**config.mk**
```make
export PLATFORM = sky130hd
export DESIGN_NAME = gran_packer
export DESIGN_NICKNAME = d
export VERILOG_FILES = /design/src/rtl/gran_pkg.sv /design/src/rtl/gp_frag_hold.sv /design/src/rtl/gp_slot_fill.sv /design/src/rtl/gp_out_stage.sv /design/src/rtl/gran_packer.sv
export SDC_FILE = /design/constraint.sdc
export NUM_CORES = 1
export LEC_CHECK = 0
export ABC_CLOCK_PERIOD_IN_PS = 6100
export BUFFER_PORTS_ARGS = -buffer_cell sky130_fd_sc_hd__buf_4
export CAP_MARGIN = 30
export CORE_ASPECT_RATIO = 1.2
export CORE_MARGIN = 4
export CORE_UTILIZATION = 40
export DETAILED_ROUTE_END_ITERATION = 8
export GPL_TIMING_DRIVEN = 0
export PLACE_DENSITY_LB_ADDON = 0.12
export SETUP_SLACK_MARGIN = 0.02
export SLEW_MARGIN = 20
export SYNTH_ARGS = -nofsm -noshare
export SYNTH_HDL_FRONTEND = slang
export SYNTH_SLANG_ARGS = --single-unit
export TNS_END_PERCENT = 100
```
**constraint.sdc**
```tcl
create_clock -name clk -period 6.1 [get_ports clk]
set_clock_uncertainty 0.1 [all_clocks]
set_input_delay 0.915 -clock clk [delete_from_list [all_inputs] [get_ports clk]]
set_output_delay 0.915 -clock clk [all_outputs]
set_load 0.05 [all_outputs]
```
**src/rtl/gran_pkg.sv**
```systemverilog
package gran_pkg;

  // ceiling division for positive operands
  function automatic int cdiv(input int a, input int b);
    return (a + b - 1) / b;
  endfunction

  // fragments needed to carry one source word
  function automatic int frags_per_src(input int src_w, input int frag_w);
    return cdiv(src_w, frag_w);
  endfunction

  // whole fragments that fit in one channel word
  function automatic int slots_per_chan(input int chan_w, input int frag_w);
    return chan_w / frag_w;
  endfunction

  function automatic int umin(input int a, input int b);
    return (a < b) ? a : b;
  endfunction

  function automatic int umax(input int a, input int b);
    return (a > b) ? a : b;
  endfunction

  // true when slot j lies inside the window [base, base+n)
  function automatic bit in_window(input int j, input int base, input int n);
    return (j >= base) && (j < base + n);
  endfunction

endpackage

```
**src/rtl/gp_frag_hold.sv**
```systemverilog
module gp_frag_hold
  import gran_pkg::*;
#(
  parameter int IN_W   = 10,
  parameter int FRAG_W = 4,
  parameter int FPI    = frags_per_src(IN_W, FRAG_W),
  parameter int CNT_W  = 4
) (
  input  logic                   clk,
  input  logic                   rst_n,
  input  logic                   load,
  input  logic [IN_W-1:0]        src_data,
  input  logic                   src_last,
  input  logic [CNT_W-1:0]       take,
  output logic                   hold_v,
  output logic                   hold_last,
  output logic [CNT_W-1:0]       hold_rem,
  output logic [FPI*FRAG_W-1:0]  hold_data
);
  localparam int PAD_W = FPI * FRAG_W;

  logic                 v_q;
  logic                 last_q;
  logic [CNT_W-1:0]     rem_q;
  logic [PAD_W-1:0]     data_q;
  logic                 drained;

  // the held word empties when this cycle takes all of its remaining fragments
  assign drained = (take != '0) && (take == rem_q);

  always_ff @(posedge clk) begin
    if (!rst_n) begin
      v_q    <= 1'b0;
      last_q <= 1'b0;
      rem_q  <= '0;
      data_q <= '0;
    end else if (load) begin
      v_q    <= 1'b1;
      last_q <= src_last;
      rem_q  <= CNT_W'(FPI);
      data_q <= PAD_W'(src_data);
    end else if (take != '0) begin
      rem_q  <= rem_q - take;
      data_q <= data_q >> (int'(take) * FRAG_W);
      if (drained) begin
        v_q    <= 1'b0;
        last_q <= 1'b0;
      end
    end
  end

  assign hold_v    = v_q;
  assign hold_last = last_q;
  assign hold_rem  = rem_q;
  assign hold_data = data_q;

endmodule

```
**src/rtl/gp_slot_fill.sv**
```systemverilog
module gp_slot_fill
  import gran_pkg::*;
#(
  parameter int CH_W   = 16,
  parameter int FRAG_W = 4,
  parameter int FPI    = 3,
  parameter int FPC    = 4,
  parameter int CNT_W  = 4
) (
  input  logic                   clk,
  input  logic                   rst_n,
  input  logic                   hold_v,
  input  logic                   hold_last,
  input  logic [CNT_W-1:0]       hold_rem,
  input  logic [FPI*FRAG_W-1:0]  hold_data,
  input  logic                   out_free,
  output logic [CNT_W-1:0]       take,
  output logic                   fin,
  output logic                   emit_v,
  output logic                   emit_last,
  output logic [CNT_W-1:0]       emit_cnt,
  output logic [CH_W-1:0]        emit_data,
  output logic [CNT_W-1:0]       acc_cnt
);
  localparam int MAXF   = umax(FPI, FPC);
  localparam int WIDE_W = MAXF * FRAG_W;
  localparam int ACC_W  = FPC * FRAG_W;

  logic [ACC_W-1:0]  acc_q;
  logic [CNT_W-1:0]  cnt_q;
  logic [ACC_W-1:0]  merged;
  logic [WIDE_W-1:0] wide;
  logic              move;
  int                ac_i;
  int                rm_i;
  int                tk_i;
  int                nc_i;

  assign wide = WIDE_W'(hold_data);
  assign move = hold_v && out_free;

  always_comb begin
    ac_i   = int'(cnt_q);
    rm_i   = int'(hold_rem);
    tk_i   = move ? umin(rm_i, FPC - ac_i) : 0;
    nc_i   = ac_i + tk_i;
    merged = acc_q;
    for (int j = 0; j < FPC; j++) begin
      if (in_window(j, ac_i, tk_i)) begin
        merged[j*FRAG_W +: FRAG_W] = wide[(j-ac_i)*FRAG_W +: FRAG_W];
      end
    end
  end

  assign take      = CNT_W'(tk_i);
  assign fin       = move && (tk_i == rm_i);
  assign emit_v    = move && ((nc_i == FPC) || (fin && hold_last));
  assign emit_last = emit_v && fin && hold_last;
  assign emit_cnt  = CNT_W'(nc_i);
  assign emit_data = CH_W'(merged);
  assign acc_cnt   = cnt_q;

  always_ff @(posedge clk) begin
    if (!rst_n) begin
      acc_q <= '0;
      cnt_q <= '0;
    end else if (emit_v) begin
      acc_q <= '0;
      cnt_q <= '0;
    end else if (move) begin
      acc_q <= merged;
      cnt_q <= CNT_W'(nc_i);
    end
  end

endmodule

```
**src/rtl/gp_out_stage.sv**
```systemverilog
module gp_out_stage #(
  parameter int CH_W = 16
) (
  input  logic            clk,
  input  logic            rst_n,
  input  logic            emit_v,
  input  logic            emit_last,
  input  logic [CH_W-1:0] emit_data,
  input  logic            out_ready,
  output logic            out_free,
  output logic            out_valid,
  output logic            out_last,
  output logic [CH_W-1:0] out_data
);
  logic            v_q;
  logic            l_q;
  logic [CH_W-1:0] d_q;

  assign out_free = !v_q || out_ready;

  always_ff @(posedge clk) begin
    if (!rst_n) begin
      v_q <= 1'b0;
      l_q <= 1'b0;
      d_q <= '0;
    end else if (emit_v) begin
      v_q <= 1'b1;
      l_q <= emit_last;
      d_q <= emit_data;
    end else if (out_ready) begin
      v_q <= 1'b0;
    end
  end

  assign out_valid = v_q;
  assign out_last  = l_q;
  assign out_data  = d_q;

endmodule

```
**src/rtl/gran_packer.sv**
```systemverilog
module gran_packer
  import gran_pkg::*;
#(
  parameter int IN_W   = 10,
  parameter int CH_W   = 16,
  parameter int FRAG_W = 4
) (
  input  logic            clk,
  input  logic            rst_n,
  input  logic            in_valid,
  output logic            in_ready,
  input  logic [IN_W-1:0] in_data,
  input  logic            in_last,
  output logic            out_valid,
  input  logic            out_ready,
  output logic [CH_W-1:0] out_data,
  output logic            out_last
);
  localparam int FPI   = frags_per_src(IN_W, FRAG_W);
  localparam int FPC   = slots_per_chan(CH_W, FRAG_W);
  localparam int MAXF  = umax(FPI, FPC);
  localparam int CNT_W = $clog2(MAXF + 1);

  // named internal events, also watched by the checker
  logic                  load_w;
  logic                  hold_v;
  logic                  hold_last;
  logic [CNT_W-1:0]      hold_rem;
  logic [FPI*FRAG_W-1:0] hold_data;
  logic [CNT_W-1:0]      take_w;
  logic                  fin_w;
  logic                  emit_v;
  logic                  emit_last;
  logic [CNT_W-1:0]      emit_cnt;
  logic [CH_W-1:0]       emit_data;
  logic [CNT_W-1:0]      acc_cnt;
  logic                  out_free;

  // accept a new word when the holder is empty or drains this cycle,
  // and never while a finished word waits downstream
  assign in_ready = out_free && (!hold_v || fin_w);
  assign load_w   = in_valid && in_ready;

  gp_frag_hold #(
    .IN_W(IN_W), .FRAG_W(FRAG_W), .FPI(FPI), .CNT_W(CNT_W)
  ) u_hold (
    .clk(clk), .rst_n(rst_n),
    .load(load_w), .src_data(in_data), .src_last(in_last),
    .take(take_w),
    .hold_v(hold_v), .hold_last(hold_last),
    .hold_rem(hold_rem), .hold_data(hold_data)
  );

  gp_slot_fill #(
    .CH_W(CH_W), .FRAG_W(FRAG_W), .FPI(FPI), .FPC(FPC), .CNT_W(CNT_W)
  ) u_fill (
    .clk(clk), .rst_n(rst_n),
    .hold_v(hold_v), .hold_last(hold_last),
    .hold_rem(hold_rem), .hold_data(hold_data),
    .out_free(out_free),
    .take(take_w), .fin(fin_w),
    .emit_v(emit_v), .emit_last(emit_last), .emit_cnt(emit_cnt),
    .emit_data(emit_data), .acc_cnt(acc_cnt)
  );

  gp_out_stage #(
    .CH_W(CH_W)
  ) u_out (
    .clk(clk), .rst_n(rst_n),
    .emit_v(emit_v), .emit_last(emit_last), .emit_data(emit_data),
    .out_ready(out_ready), .out_free(out_free),
    .out_valid(out_valid), .out_last(out_last), .out_data(out_data)
  );

endmodule

```
After elaboration in Yosys (flattened, before gate mapping) --
Index checks and enable logic that the tools add are counted.
Word-level totals: flip-flop bits (word level) 54, input port bits 15, output and inout port bits 19, logic and storage cells 77
Operators by class: add/sub/neg operators 7, order comparisons 9, eq/ne operators 3, shift-type cells 5, multiplexer cells 16, bitwise logic cells 1, reductions and logical operators 25
Operators by type and width (number):
- 3-bit by 32-bit less-than comparator with 1-bit output (first input constant) | 2
- 32-bit 2-to-1 mux | 2
- 16-bit by 6-bit indexed part select with 4-bit output | 4
- 4-bit by 32-bit adder with 32-bit output | 1
- 32-bit by 4-bit == test with 1-bit output | 1
- 32-bit by 4-bit == test with 1-bit output (second input constant) | 1
- 1-bit by 32-bit less-than comparator with 1-bit output (first input constant) | 1
- 2-bit by 32-bit less-than comparator with 1-bit output (first input constant) | 1
- 10-bit 2-to-1 mux | 2
- 4-bit 2-to-1 mux | 4
- 1-bit logical AND | 13
- 12-bit by 5-bit >> shifter with 12-bit output | 1
- 1-bit by 3-bit subtractor with 4-bit output (first input constant) | 2
- 2-bit by 3-bit subtractor with 4-bit output (first input constant) | 2
- 1-bit by 3-bit >= comparator with 1-bit output (first input constant) | 2
- 2-bit by 3-bit >= comparator with 1-bit output (first input constant) | 2
- 1-bit 2-to-1 mux | 6
- 2-bit nonzero test | 3
- 4-bit less-than comparator | 1
- 2-bit 2-to-1 mux | 2
- 2-bit OR reduction | 2
- 3-bit by 3-bit subtractor with 4-bit output (first input constant) | 1
- 3-bit == test | 1
- 1-bit logical OR | 3
- 5 further kinds | 6

Logic depth before layout (Yosys ltp) --
Gate-level depths: netlist (run 1).
word-level depth 11, mapped depth 24, depth with buffers taken out 21

Hierarchy --
Synthesis (run 1) repeated with hierarchy kept, for this count alone.
Second synthesis, totals: cell total of the unflattened synthesis 372, area total of the unflattened synthesis 3478.3 um2
Modules (own cells, without submodules):
- gp_slot_fill | instances 1, cells each 221, area each 1931.9 um2, seq. area each 380.4 um2
- gp_frag_hold | instances 1, cells each 90, area each 838.3 um2, seq. area each 340.3 um2
- gp_out_stage | instances 1, cells each 58, area each 689.4 um2, seq. area each 360.3 um2
- gran_packer | instances 1, cells each 3, area each 18.8 um2, seq. area each 0.0 um2

Worst setup path before layout (run 1) --
OpenSTA, ideal clock, no wires.
path kind flip-flop to flip-flop, start register u_fill.cnt_q[1], in the netlist u_fill.acc_cnt[1], end register u_out.d_q[10], in the netlist u_out.out_data[10], library setup time 0.132 ns, arrival 5.288 ns, data required time 5.868 ns, slack 0.580 ns, cell stages (with the launch flop) 22, buffers on the path 1, period minus slack after synthesis 5.520 ns, cell sequence dfxtp_1 -> clkbuf_1 -> inv_1 -> ha_1 -> ha_1 -> ha_1 -> a2111oi_0 -> o31ai_2 -> inv_2 -> ha_1 -> ha_1 -> a31oi_1 -> a2111oi_2 -> o21ai_0 -> ha_1 -> and4b_1 -> nand4_1 -> a2111oi_0 -> nor3_2 -> mux2_1 -> nand3_1 -> a21oi_1
Between the ends: word-level cells in the longest chain between the ends 9, elaborated cells on any way between the ends 17, those cells by class 3 x add/sub; 3 x order compare; 2 x eq/ne; 1 x shift; 3 x mux; 5 x reduce/logical
RTL lines:
- from (decl) | line gp_slot_fill.sv:30 | logic [CNT_W-1:0] cnt_q;
- from (signal assigned) | line gp_slot_fill.sv:72 | cnt_q <= CNT_W'(nc_i);
- parallel branches: the longest is 9 deep, another holds 4-bit by 32-bit adder with 32-bit output
- to (signal assigned) | line gp_out_stage.sv:29 | d_q <= emit_data;
- to (decl) | line gp_out_stage.sv:17 | logic [CH_W-1:0] d_q;
Parallel ways; which one is timed is not known. A chain may end at the register's enable or synchronous reset.

Worst setup path in the final report (run 1) --
start register u_fill.cnt_q[1], in the netlist u_fill.acc_cnt[1], end register u_out.d_q[14], in the netlist u_out.out_data[14]
Same word-level chain as after synthesis.

==> impl_metrics.py, run 1 <==
metrics = {
    "job": {
        "cap_violations": 0,
    },
    "cells_and_area": {
        "nets": 536,
        "finalInstanceArea_sq_um": 4460,
        "drive_above_1_share": 0.188,
        "n_antenna_cell": 0,
        "area_growth_pct": 18.2,
    },
    "critical_path": {
        "reg2reg_depth": 24,
        "crit_fanout": 10,
        "critical-path-max-stage-delay_ns": 0.39,
        "crit_arrival_ns": 5.70,
        "worst_r2r_startpoint": "u_fill.acc_cnt[1]",
        "crit_cells": 24,
        "end_kind": "register",
        "r2r_slack_ns": 0.53,
        "critPathLaunch": "u_fill.acc_cnt[1]",
        "cpMostUsedCell": "ha_1",
        "crit_family": "adder cells",
        "critPathSlowestCell": "dfxtp_1",
        "crit_chain": "clkbuf_4 -> clkinvlp_4 -> ha_1 -> ha_1 -> ha_2 -> o21ba_1 -> a21oi_4 -> nand3_4 -> inv_2 -> buf_4 -> xnor2_1 -> ha_2 -> inv_1 -> a2111oi_4 -> o21ai_0 -> ha_1 -> and4b_1 -> nand4_1 -> nor2_1 -> mux2_2 -> a21o_2 -> clkbuf_4 -> a21oi_1 -> a211oi_1",
        "cp.required_ns": 6.23,
        "worstSetupPathType": "reg -> reg",
        "cp_num_buf_inv": 6,
        "crit_end": "u_out.out_data[14]",
        "r2r_end": "u_out.out_data[14]",
        "crit_path_start_kind": "register",
    },
    "yosys": {
        "netlist_instances": 455,
        "seq_area_frac_synth": 0.287,
        "synth_edf_count": 0,
        "synth_nets": 491,
        "synth_top_area_frac": 0.287,
        "yosysWarningCount": 0,
        "async_flop_share": 0,
        "synth_cell_type_count": 65,
        "yosys.area.top_type": "dfxtp_1",
        "ys.flop_type": "dfxtp_1",
        "avgSynthCellArea_sq_um": 8.29,
        "synthTopCellsByCount": "a21oi_1, dfxtp_1, nor2_1",
        "syn-cell-area_sq_um": 3770,
        "ys_ff_latch": 54,
        "ys_top_cells_by_area": "dfxtp_1, mux2i_1, a21oi_1",
        "yosysMostFrequentCell": "a21oi_1",
    },
    "drt": {
        "vias_per_cell": 5.80,
        "wire_per_inst_um": 17.6,
        "ant_nets": 0,
        "drtPass1Iterations": 4,
        "dr.first_iter.drc_count": 169,
        "drt_wl_total_mm": 10.9,
        "vias": 3596,
        "drc_errors": 0,
    },
    "clock_tree": {
        "cts.sinks": 54,
        "cts_tree": "done",
        "cts_inserted_buffers": 5,
        "cts.reportedPaths.clkPinSlew_ns": 0.10,
        "htreeDepth": 2,
        "hold_buffers": 0,
        "clockBufferDepth": 2,
        "root_buffer": "clkbuf_8",
        "clock_latency_ns": 0.32,
    },
    "die": {
        "io_pins": 34,
        "die_y_um": 114,
        "die_area_sq_um": 11100,
        "core-area_sq_um": 9130,
        "start_util": 0.413,
        "row_count": 38,
        "die_w_um": 96.6,
    },
    "placement": {
        "place_congestion": 0.890,
        "post_dp_cell_area_sq_um": 4150,
        "place_worst_setup_slack_ns": -0.504,
        "numPortBuffers": 31,
        "hpwl_mm": 8.15,
    },
    "global_routing": {
        "grt_max_degree": 17,
        "grt_pass1_wl_mm": 17.8,
        "first_global_vias": 3489,
        "overflow": 0,
        "track_usage": 0.197,
        "antenna_found_initial": 0,
    },
    "power": {
        "power.density_nw_per_um2": 231,
        "leakage_nw": 1.58,
        "ir_drop_mv": 0.115,
        "total_power_mw": 1.03,
    },
    "timing": {
        "setup_violations": 0,
        "finalCritPeriodShare": 0.913,
        "slew-limit-headroom": 0.418,
        "hold_viol_final": 0,
        "fmax_mhz": 179,
        "worst_hold_slack_ns": 0.373,
        "finalMaxSlewViolations": 0,
        "fin_ws_ns": 0.529,
        "worstMarginPinSlew_ns": 0.867,
        "post-route-min-period_ns": 5.57,
        "rsz0062_at_grt": "no",
    },
    "hold_path": {
        "worstHoldPathType": "reg -> reg",
    },
    "run_status": {
        "status": "completed",
    },
}
-- power by group --
part           internal [mW]  leakage [nW]  switching (mW)
Clock                  0.121        0.0542           0.124
Combinational          0.142          1.09           0.252
Sequential             0.371         0.439          0.0210
Total                  0.634          1.58           0.397
-- metal layers --
layer	wire length, um	global-route usage	part of all wire	up-vias
li1	-	-	-	1781
met1	4770	0.243	0.44	1703
met2	5300	0.332	0.49	81
met3	431	0.0311	0.039	31
met4	422	0.0993	0.039	0
met5	0	0	0	-
-- how the worst min path moves through the flow --
stage / from / to / cells after the start
after floorplan: u_fill.acc_q[11] / u_fill.acc_q[11] / 2
after global placement: u_fill.acc_q[8] / u_fill.acc_q[8] / 2
after detailed placement: u_fill.acc_q[8] / u_fill.acc_q[8] / 2
after CTS: u_fill.acc_q[8] / u_fill.acc_q[8] / 2
after global routing: u_fill.acc_q[11] / u_fill.acc_q[11] / 2
final: u_fill.acc_q[9] / u_fill.acc_q[9] / 2
-- sequential cells by signal, summed over array words and instances (netlist names) --
register          cells
u_fill.acc_q         16
u_out.out_data       16
u_hold.hold_rem       3
u_fill.acc_cnt        3
u_out.out_valid       1
u_hold.hold_data     12
u_hold.hold_v         1
u_hold.hold_last      1
u_out.out_last        1
-- worst min-delay path, cell delays in order (launching register included) --
cell,delay (ns)
dfxtp_1,0.32
nand2_1,0.05
o32ai_1,0.06
-- area by class of cell --
class	count	area, sq um
fill	951	4670
timing repair buffer	38	285
tap	120	150
inverter	20	82.6
clock inverter	2	38.8
clock buffer	5	68.8
sequential	54	1080
buffer	26	130
multi-input combinational	355	2620
-- cell usage in the layout (no fill, tap or decap), drive strengths merged, types with 7 or more instances in the layout --
master / instances
a21oi: 58
dfxtp: 54
buf: 45
nor2: 38
mux2i: 33
nand2: 30
nand3: 24
clkbuf: 24
ha: 20
o21ai: 20
inv: 18
nor3: 14
nand2b: 10
a2111oi: 10
a211oi: 8
mux2: 8
nand4: 7
-- timing repair --
item                       4_1_cts  5_1_grt
setup endpoints to repair       33       32
pin swaps                        1        3
setup buffers                    0        7
gates resized for setup         11       25
-- cell families after synthesis --
kind of cell    count (synthesis)  synth area share
flops                          54             0.287
buf+inv                        46            0.0514
mux                            41             0.111
compound gates                141             0.267
fa+ha+maj                      23            0.0773
simple gates                  148             0.202
xor+xnor                        2           0.00465
-- stage by stage --
step	instances	setup TNS, ns	utilization
global placement	606	-8.05	0.455
global route	620	0	0.488
detailed placement	606	-8.60	0.455
finish	620	0	0.488
CTS	613	0	0.471
floorplan	455	0	-
No activity file was read; power rests on OpenSTA's default activity.
==> run 2, diff against run 1 <==
Settings changed: CTS_BUF_LIST set to sky130_fd_sc_hd__clkbuf_2.
==> run 2 against run 1 <==
Effect of this change: worst setup slack worse by 0.032 ns; critical path type unchanged; sequential share of layout area up 0.52 points; register-to-register slack worse by 0.03 ns; sequential cell count unchanged; maximum frequency down 0.58%; largest power group is now sequential cells.
==> impl_metrics.py, run 2 (synthesis gave the netlist of run 1 again) <==
metrics = {
    "run_status": {
        "status": "completed",
    },
    "critical_path": {
        "crit_arrival_ns": 5.91,
        "cp.required_ns": 6.40,
        "worstSetupPathType": "reg -> reg",
        "crit_path_start_kind": "register",
        "crit_fanout": 10,
        "end_kind": "register",
    },
    "placement": {
        "hpwl_mm": 8.15,
        "numPortBuffers": 31,
        "post_dp_cell_area_sq_um": 4150,
        "place_congestion": 0.890,
    },
    "power": {
        "leakage_nw": 1.55,
        "total_power_mw": 0.972,
        "power.density_nw_per_um2": 222,
        "ir_drop_mv": 0.133,
    },
    "clock_tree": {
        "cts.reportedPaths.clkPinSlew_ns": 0.31,
        "clockBufferDepth": 2,
        "clock_latency_ns": 0.50,
        "cts.sinks": 54,
        "root_buffer": "clkbuf_2",
        "cts_tree": "done",
        "cts_inserted_buffers": 5,
        "hold_buffers": 0,
        "htreeDepth": 2,
    },
    "job": {
        "cap_violations": 0,
    },
    "cells_and_area": {
        "layout_common_cells": "a21oi_1, dfxtp_1, buf_4",
        "final_common_cell": "a21oi_1",
        "fin_util": 0.479,
        "drive_above_1_share": 0.187,
        "nets": 534,
        "n_antenna_cell": 0,
        "finalInstanceArea_sq_um": 4370,
        "area_growth_pct": 16.0,
    },
    "global_routing": {
        "grt_pass1_wl_mm": 17.8,
        "first_global_vias": 3463,
        "overflow": 0,
        "track_usage": 0.198,
        "antenna_found_initial": 0,
        "grt_max_degree": 17,
    },
    "timing": {
        "setup_violations": 0,
        "finalMaxSlewViolations": 0,
        "finalCritPeriodShare": 0.919,
        "rsz0062_at_grt": "no",
        "hold_viol_final": 0,
        "tns_ns": 0,
        "worstMarginPinSlew_ns": 0.832,
        "fmax_mhz": 178,
        "post-route-min-period_ns": 5.60,
        "slew-limit-headroom": 0.441,
        "worst_hold_slack_ns": 0.386,
    },
    "drt": {
        "dr.first_iter.drc_count": 153,
        "vias_per_cell": 5.77,
        "drc_errors": 0,
        "ant_nets": 0,
        "wire_per_inst_um": 17.6,
        "vias": 3567,
        "drtPass1Iterations": 4,
        "drt_wl_total_mm": 10.9,
    },
    "die": {
        "die_area_sq_um": 11100,
        "row_count": 38,
        "die_y_um": 114,
        "start_util": 0.413,
        "io_pins": 34,
        "core-area_sq_um": 9130,
        "die_w_um": 96.6,
    },
    "hold_path": {
        "worstHoldPathType": "reg -> reg",
    },
}
-- run 2: cell count changes in the layout (fill, tap and decap cells not counted), sizes merged --
cell      previous run  this run
clkinvlp             2         1
clkbuf              24        23
buf                 45        44
inv                 18        19
-- run 2: timing repair --
| action | in CTS | in global routing |
|---|---|---|
| resized for setup | 11 | 22 |
| setup buffers | 0 | 6 |
| pin swaps | 1 | 3 |
| hold endpoints to repair | 0 | 0 |
| setup endpoints to repair | 33 | 34 |
-- run 2: routing by layer --
layer | global-route usage | part of all wire | wire length (um)
met2 | 0.335 | 0.49 | 5300
met4 | 0.0974 | 0.027 | 294
met3 | 0.0274 | 0.041 | 444
met5 | 0 | 0 | 0
met1 | 0.248 | 0.44 | 4820
-- run 2: critical path, cell delays in order, from the launching register on --
cell and delay (ns):
dfxtp_2 0.43, buf_6 0.13, inv_1 0.16, ha_1 0.28, ha_1 0.34, ha_2 0.31
o21ba_1 0.22, a21oi_4 0.20, nand3_4 0.16, inv_2 0.14, buf_4 0.21, xnor2_1 0.14
ha_2 0.25, inv_1 0.11, a2111oi_4 0.39, o21ai_0 0.13, ha_1 0.31, and4b_1 0.27
nand4_1 0.17, nor2_1 0.12, mux2_2 0.22, a21o_2 0.19, clkbuf_4 0.23, a21oi_1 0.08
a211oi_1 0.22
-- run 2: cell type report --
class	count	area [sq um]
Multi-Input combinational cell	355	2600
Timing Repair Buffer	37	278
Tap cell	120	150
Clock inverter	2	38.8
Buffer	25	123
Clock buffer	5	25.0
Fill cell	960	4750
Inverter	20	78.8
Sequential cell	54	1080
-- run 2: worst paths after layout --
| kind | start | end | slack [ns] | cells after the start |
|---|---|---|---|---|
| hold reg to reg | u_fill.acc_q[8] | u_fill.acc_q[8] | 0.39 | 2 |
| setup / recovery | u_fill.acc_cnt[0] | u_out.out_data[14] | 0.50 | 24 |
| hold / removal | u_fill.acc_q[8] | u_fill.acc_q[8] | 0.39 | 2 |
| setup reg to reg | u_fill.acc_cnt[0] | u_out.out_data[14] | 0.50 | 24 |
-- run 2: through the flow --
stage | instances | setup slack [ns]
after floorplan | 455 | 0.580
after global placement | 606 | -0.461
after detailed placement | 606 | -0.504
after CTS | 613 | 0.0546
after global routing | 618 | 0.0243
final | 618 | 0.496
-- run 2: report_power, final --
| part | total [mW] | internal [mW] | switching (mW) |
|---|---|---|---|
| clock network | 0.188 | 0.0678 | 0.120 |
| registers | 0.395 | 0.373 | 0.0221 |
| logic | 0.390 | 0.140 | 0.250 |
==> run 3, diff against run 2 <==
--- a/config.mk
+++ b/config.mk
@@ -12,3 +12,3 @@
 export CORE_MARGIN = 4
-export CORE_UTILIZATION = 40
+export CORE_UTILIZATION = 47
 export CTS_BUF_LIST = sky130_fd_sc_hd__clkbuf_2
==> constraint.sdc (replaced) <==
create_clock -name clk -period 6.1 [get_ports clk]
set_clock_uncertainty 0.1 [all_clocks]
set_input_delay 0.305 -clock clk [delete_from_list [all_inputs] [get_ports clk]]
set_output_delay 0.305 -clock clk [all_outputs]
set_load 0.05 [all_outputs]
==> run 3 against run 2 <==
Effect of this change: worst setup slack worse by 0.10 ns; combinational power is 3% higher; total power is 3.5% lower; critical endpoint unchanged; clock power is 23% lower; cell count is 2.8% lower; sequential share of layout area is 0.36 points lower.
==> impl_metrics.py, run 3 (synthesis gave the netlist of run 1 again) <==
metrics = {
    "power": {
        "share_comb_of_total_power": 0.427,
        "clkPwrFrac": 0.153,
        "leakage_nw": 1.57,
        "ir_drop_mv": 0.141,
        "sequentialPowerShare": 0.420,
        "netSwitchingFraction": 0.419,
        "power.density_nw_per_um2": 212,
        "intPower_mw": 0.545,
        "switchingPower_mw": 0.393,
    },
    "critical_path": {
        "cp_num_buf_inv": 6,
        "cp.required_ns": 6.39,
        "crit_path_start_kind": "register",
        "r2r_slack_ns": 0.39,
        "critPathLaunch": "u_fill.acc_cnt[0]",
        "critical-path-max-stage-delay_ns": 0.45,
        "crit_chain": "buf_6 -> inv_1 -> ha_1 -> ha_1 -> ha_2 -> inv_1 -> o21ai_2 -> mux2i_2 -> clkbuf_4 -> ha_1 -> inv_1 -> a2111oi_4 -> o21ai_0 -> ha_1 -> and4b_1 -> nand4_1 -> nor2_1 -> mux2_2 -> a21o_2 -> buf_2 -> a21oi_1 -> a211oi_1",
        "r2r_end": "u_out.out_data[14]",
        "reg2reg_depth": 22,
        "crit_fanout": 10,
        "cpMostUsedCell": "ha_1",
        "worstSetupPathType": "reg -> reg",
        "crit_arrival_ns": 6.00,
        "crit_family": "adder cells",
        "critPathSlowestCell": "dfxtp_1",
        "crit_cells": 22,
        "worst_r2r_startpoint": "u_fill.acc_cnt[0]",
        "end_kind": "register",
        "crit_end": "u_out.out_data[14]",
    },
    "timing": {
        "hold_viol_final": 0,
        "worstMarginPinSlew_ns": 0.838,
        "setup_violations": 0,
        "finalMaxSlewViolations": 0,
        "fmax_mhz": 175,
        "finalCritPeriodShare": 0.936,
        "rsz0062_at_grt": "no",
        "tns_ns": 0,
        "fin_ws_ns": 0.392,
        "slew-limit-headroom": 0.437,
        "post-route-min-period_ns": 5.71,
    },
    "placement": {
        "dp_cells": 578,
        "hpwl_mm": 7.89,
        "numPortBuffers": 31,
        "place_worst_setup_slack_ns": -0.527,
        "post_dp_cell_area_sq_um": 4120,
        "place_congestion": 0.851,
    },
    "drt": {
        "drt_wl_total_mm": 10.7,
        "ant_nets": 0,
        "dr.first_iter.drc_count": 221,
        "vias": 3730,
        "drc_errors": 0,
        "vias_per_cell": 6.21,
        "drtPass1Iterations": 5,
        "wire_per_inst_um": 17.8,
    },
    "cells_and_area": {
        "drive_above_1_share": 0.175,
        "final_common_cell": "a21oi_1",
        "n_antenna_cell": 0,
        "layout_common_cells": "a21oi_1, dfxtp_1, buf_4, nor2_1, mux2i_1",
        "area_growth_pct": 17.6,
        "nets": 545,
        "fin_cells": 601,
        "finalInstanceArea_sq_um": 4430,
    },
    "global_routing": {
        "grt_max_degree": 17,
        "overflow": 0,
        "grt_pass1_wl_mm": 17.2,
        "antenna_found_initial": 0,
        "track_usage": 0.219,
        "first_global_vias": 3450,
    },
    "die": {
        "core-area_sq_um": 7750,
        "io_pins": 34,
        "die_area_sq_um": 9530,
        "die_y_um": 106,
        "die_w_um": 89.8,
        "start_util": 0.487,
        "row_count": 35,
    },
    "clock_tree": {
        "clock_latency_ns": 0.45,
        "htreeDepth": 2,
        "root_buffer": "clkbuf_2",
        "cts_inserted_buffers": 5,
        "cts_tree": "done",
        "cts.sinks": 54,
        "cts.reportedPaths.clkPinSlew_ns": 0.27,
        "clockBufferDepth": 2,
    },
    "job": {
        "cap_violations": 0,
    },
    "run_status": {
        "status": "completed",
    },
    "hold_path": {
        "worstHoldPathType": "in -> reg",
    },
}
==> run 3: worst reg2reg max path: stages (launching register included) <==
cell       delay, ns
dfxtp_1         0.45
buf_6           0.15
inv_1           0.18
ha_1            0.29
ha_1            0.32
ha_2            0.40
inv_1           0.09
o21ai_2         0.26
mux2i_2         0.35
clkbuf_4        0.30
ha_1            0.24
inv_1           0.11
a2111oi_4       0.42
o21ai_0         0.14
ha_1            0.31
and4b_1         0.28
nand4_1         0.18
nor2_1          0.13
mux2_2          0.22
a21o_2          0.20
buf_2           0.24
a21oi_1         0.09
a211oi_1        0.22
==> run 3: worst min-delay path by stage <==
stage / slack, ns / endpoint / depth (start not counted) / start
4_1_cts: 0.04 / u_out.out_valid / 3 / out_ready
6_report: 0.06 / u_out.out_valid / 3 / out_ready
2_1_floorplan: 0.34 / u_fill.acc_q[11] / 2 / u_fill.acc_q[11]
3_5_place_dp: 0.35 / u_fill.acc_q[8] / 2 / u_fill.acc_q[8]
3_3_place_gp: 0.35 / u_fill.acc_q[8] / 2 / u_fill.acc_q[8]
5_1_grt: 0.04 / u_out.out_valid / 3 / out_ready
==> run 3: routing by layer <==
layer / track usage / vias to the layer above / routed length [um]
met5: 0 / - / 0
met4: 0.0931 / 0 / 331
met3: 0.0290 / 23 / 406
met2: 0.373 / 96 / 5290
met1: 0.279 / 1806 / 4690
li1: - / 1805 / -
==> run 3: cell type report <==
cell class	instances	area, sq um
fill	715	3320
multi-input combinational	355	2610
sequential	54	1080
timing repair buffer	48	388
buffer	25	120
tap	92	115
inverter	20	80.1
clock buffer	5	25.0
clock inverter	2	15.0
==> run 3: repair_timing <==
item / CTS / global route
hold buffers: 11 / 0
cloned: 0 / 0
buffers inserted: 0 / 6
endpoints found under the setup margin: 32 / 32
resized for setup: 12 / 20
endpoints found under the hold margin: 11 / 0
pin swaps: 1 / 1
==> run 3: through the flow <==
stage	utilization	power, mW	hold slack, ns
2_1_floorplan	-	0.668	0.340
3_3_place_gp	0.531	0.754	0.348
3_5_place_dp	0.531	0.760	0.354
4_1_cts	0.557	0.915	0.0409
5_1_grt	0.572	0.990	0.0407
6_report	0.572	0.938	0.0558
==> run 3: power groups by stage <==
stage | Combinational [mW] | Clock (mW) | Sequential, mW
finish | 0.400 | 0.144 | 0.394
global route | 0.434 | 0.160 | 0.396
CTS | 0.375 | 0.147 | 0.393
detailed placement | 0.361 | 0 | 0.399
global placement | 0.356 | 0 | 0.399
floorplan | 0.257 | 0 | 0.411
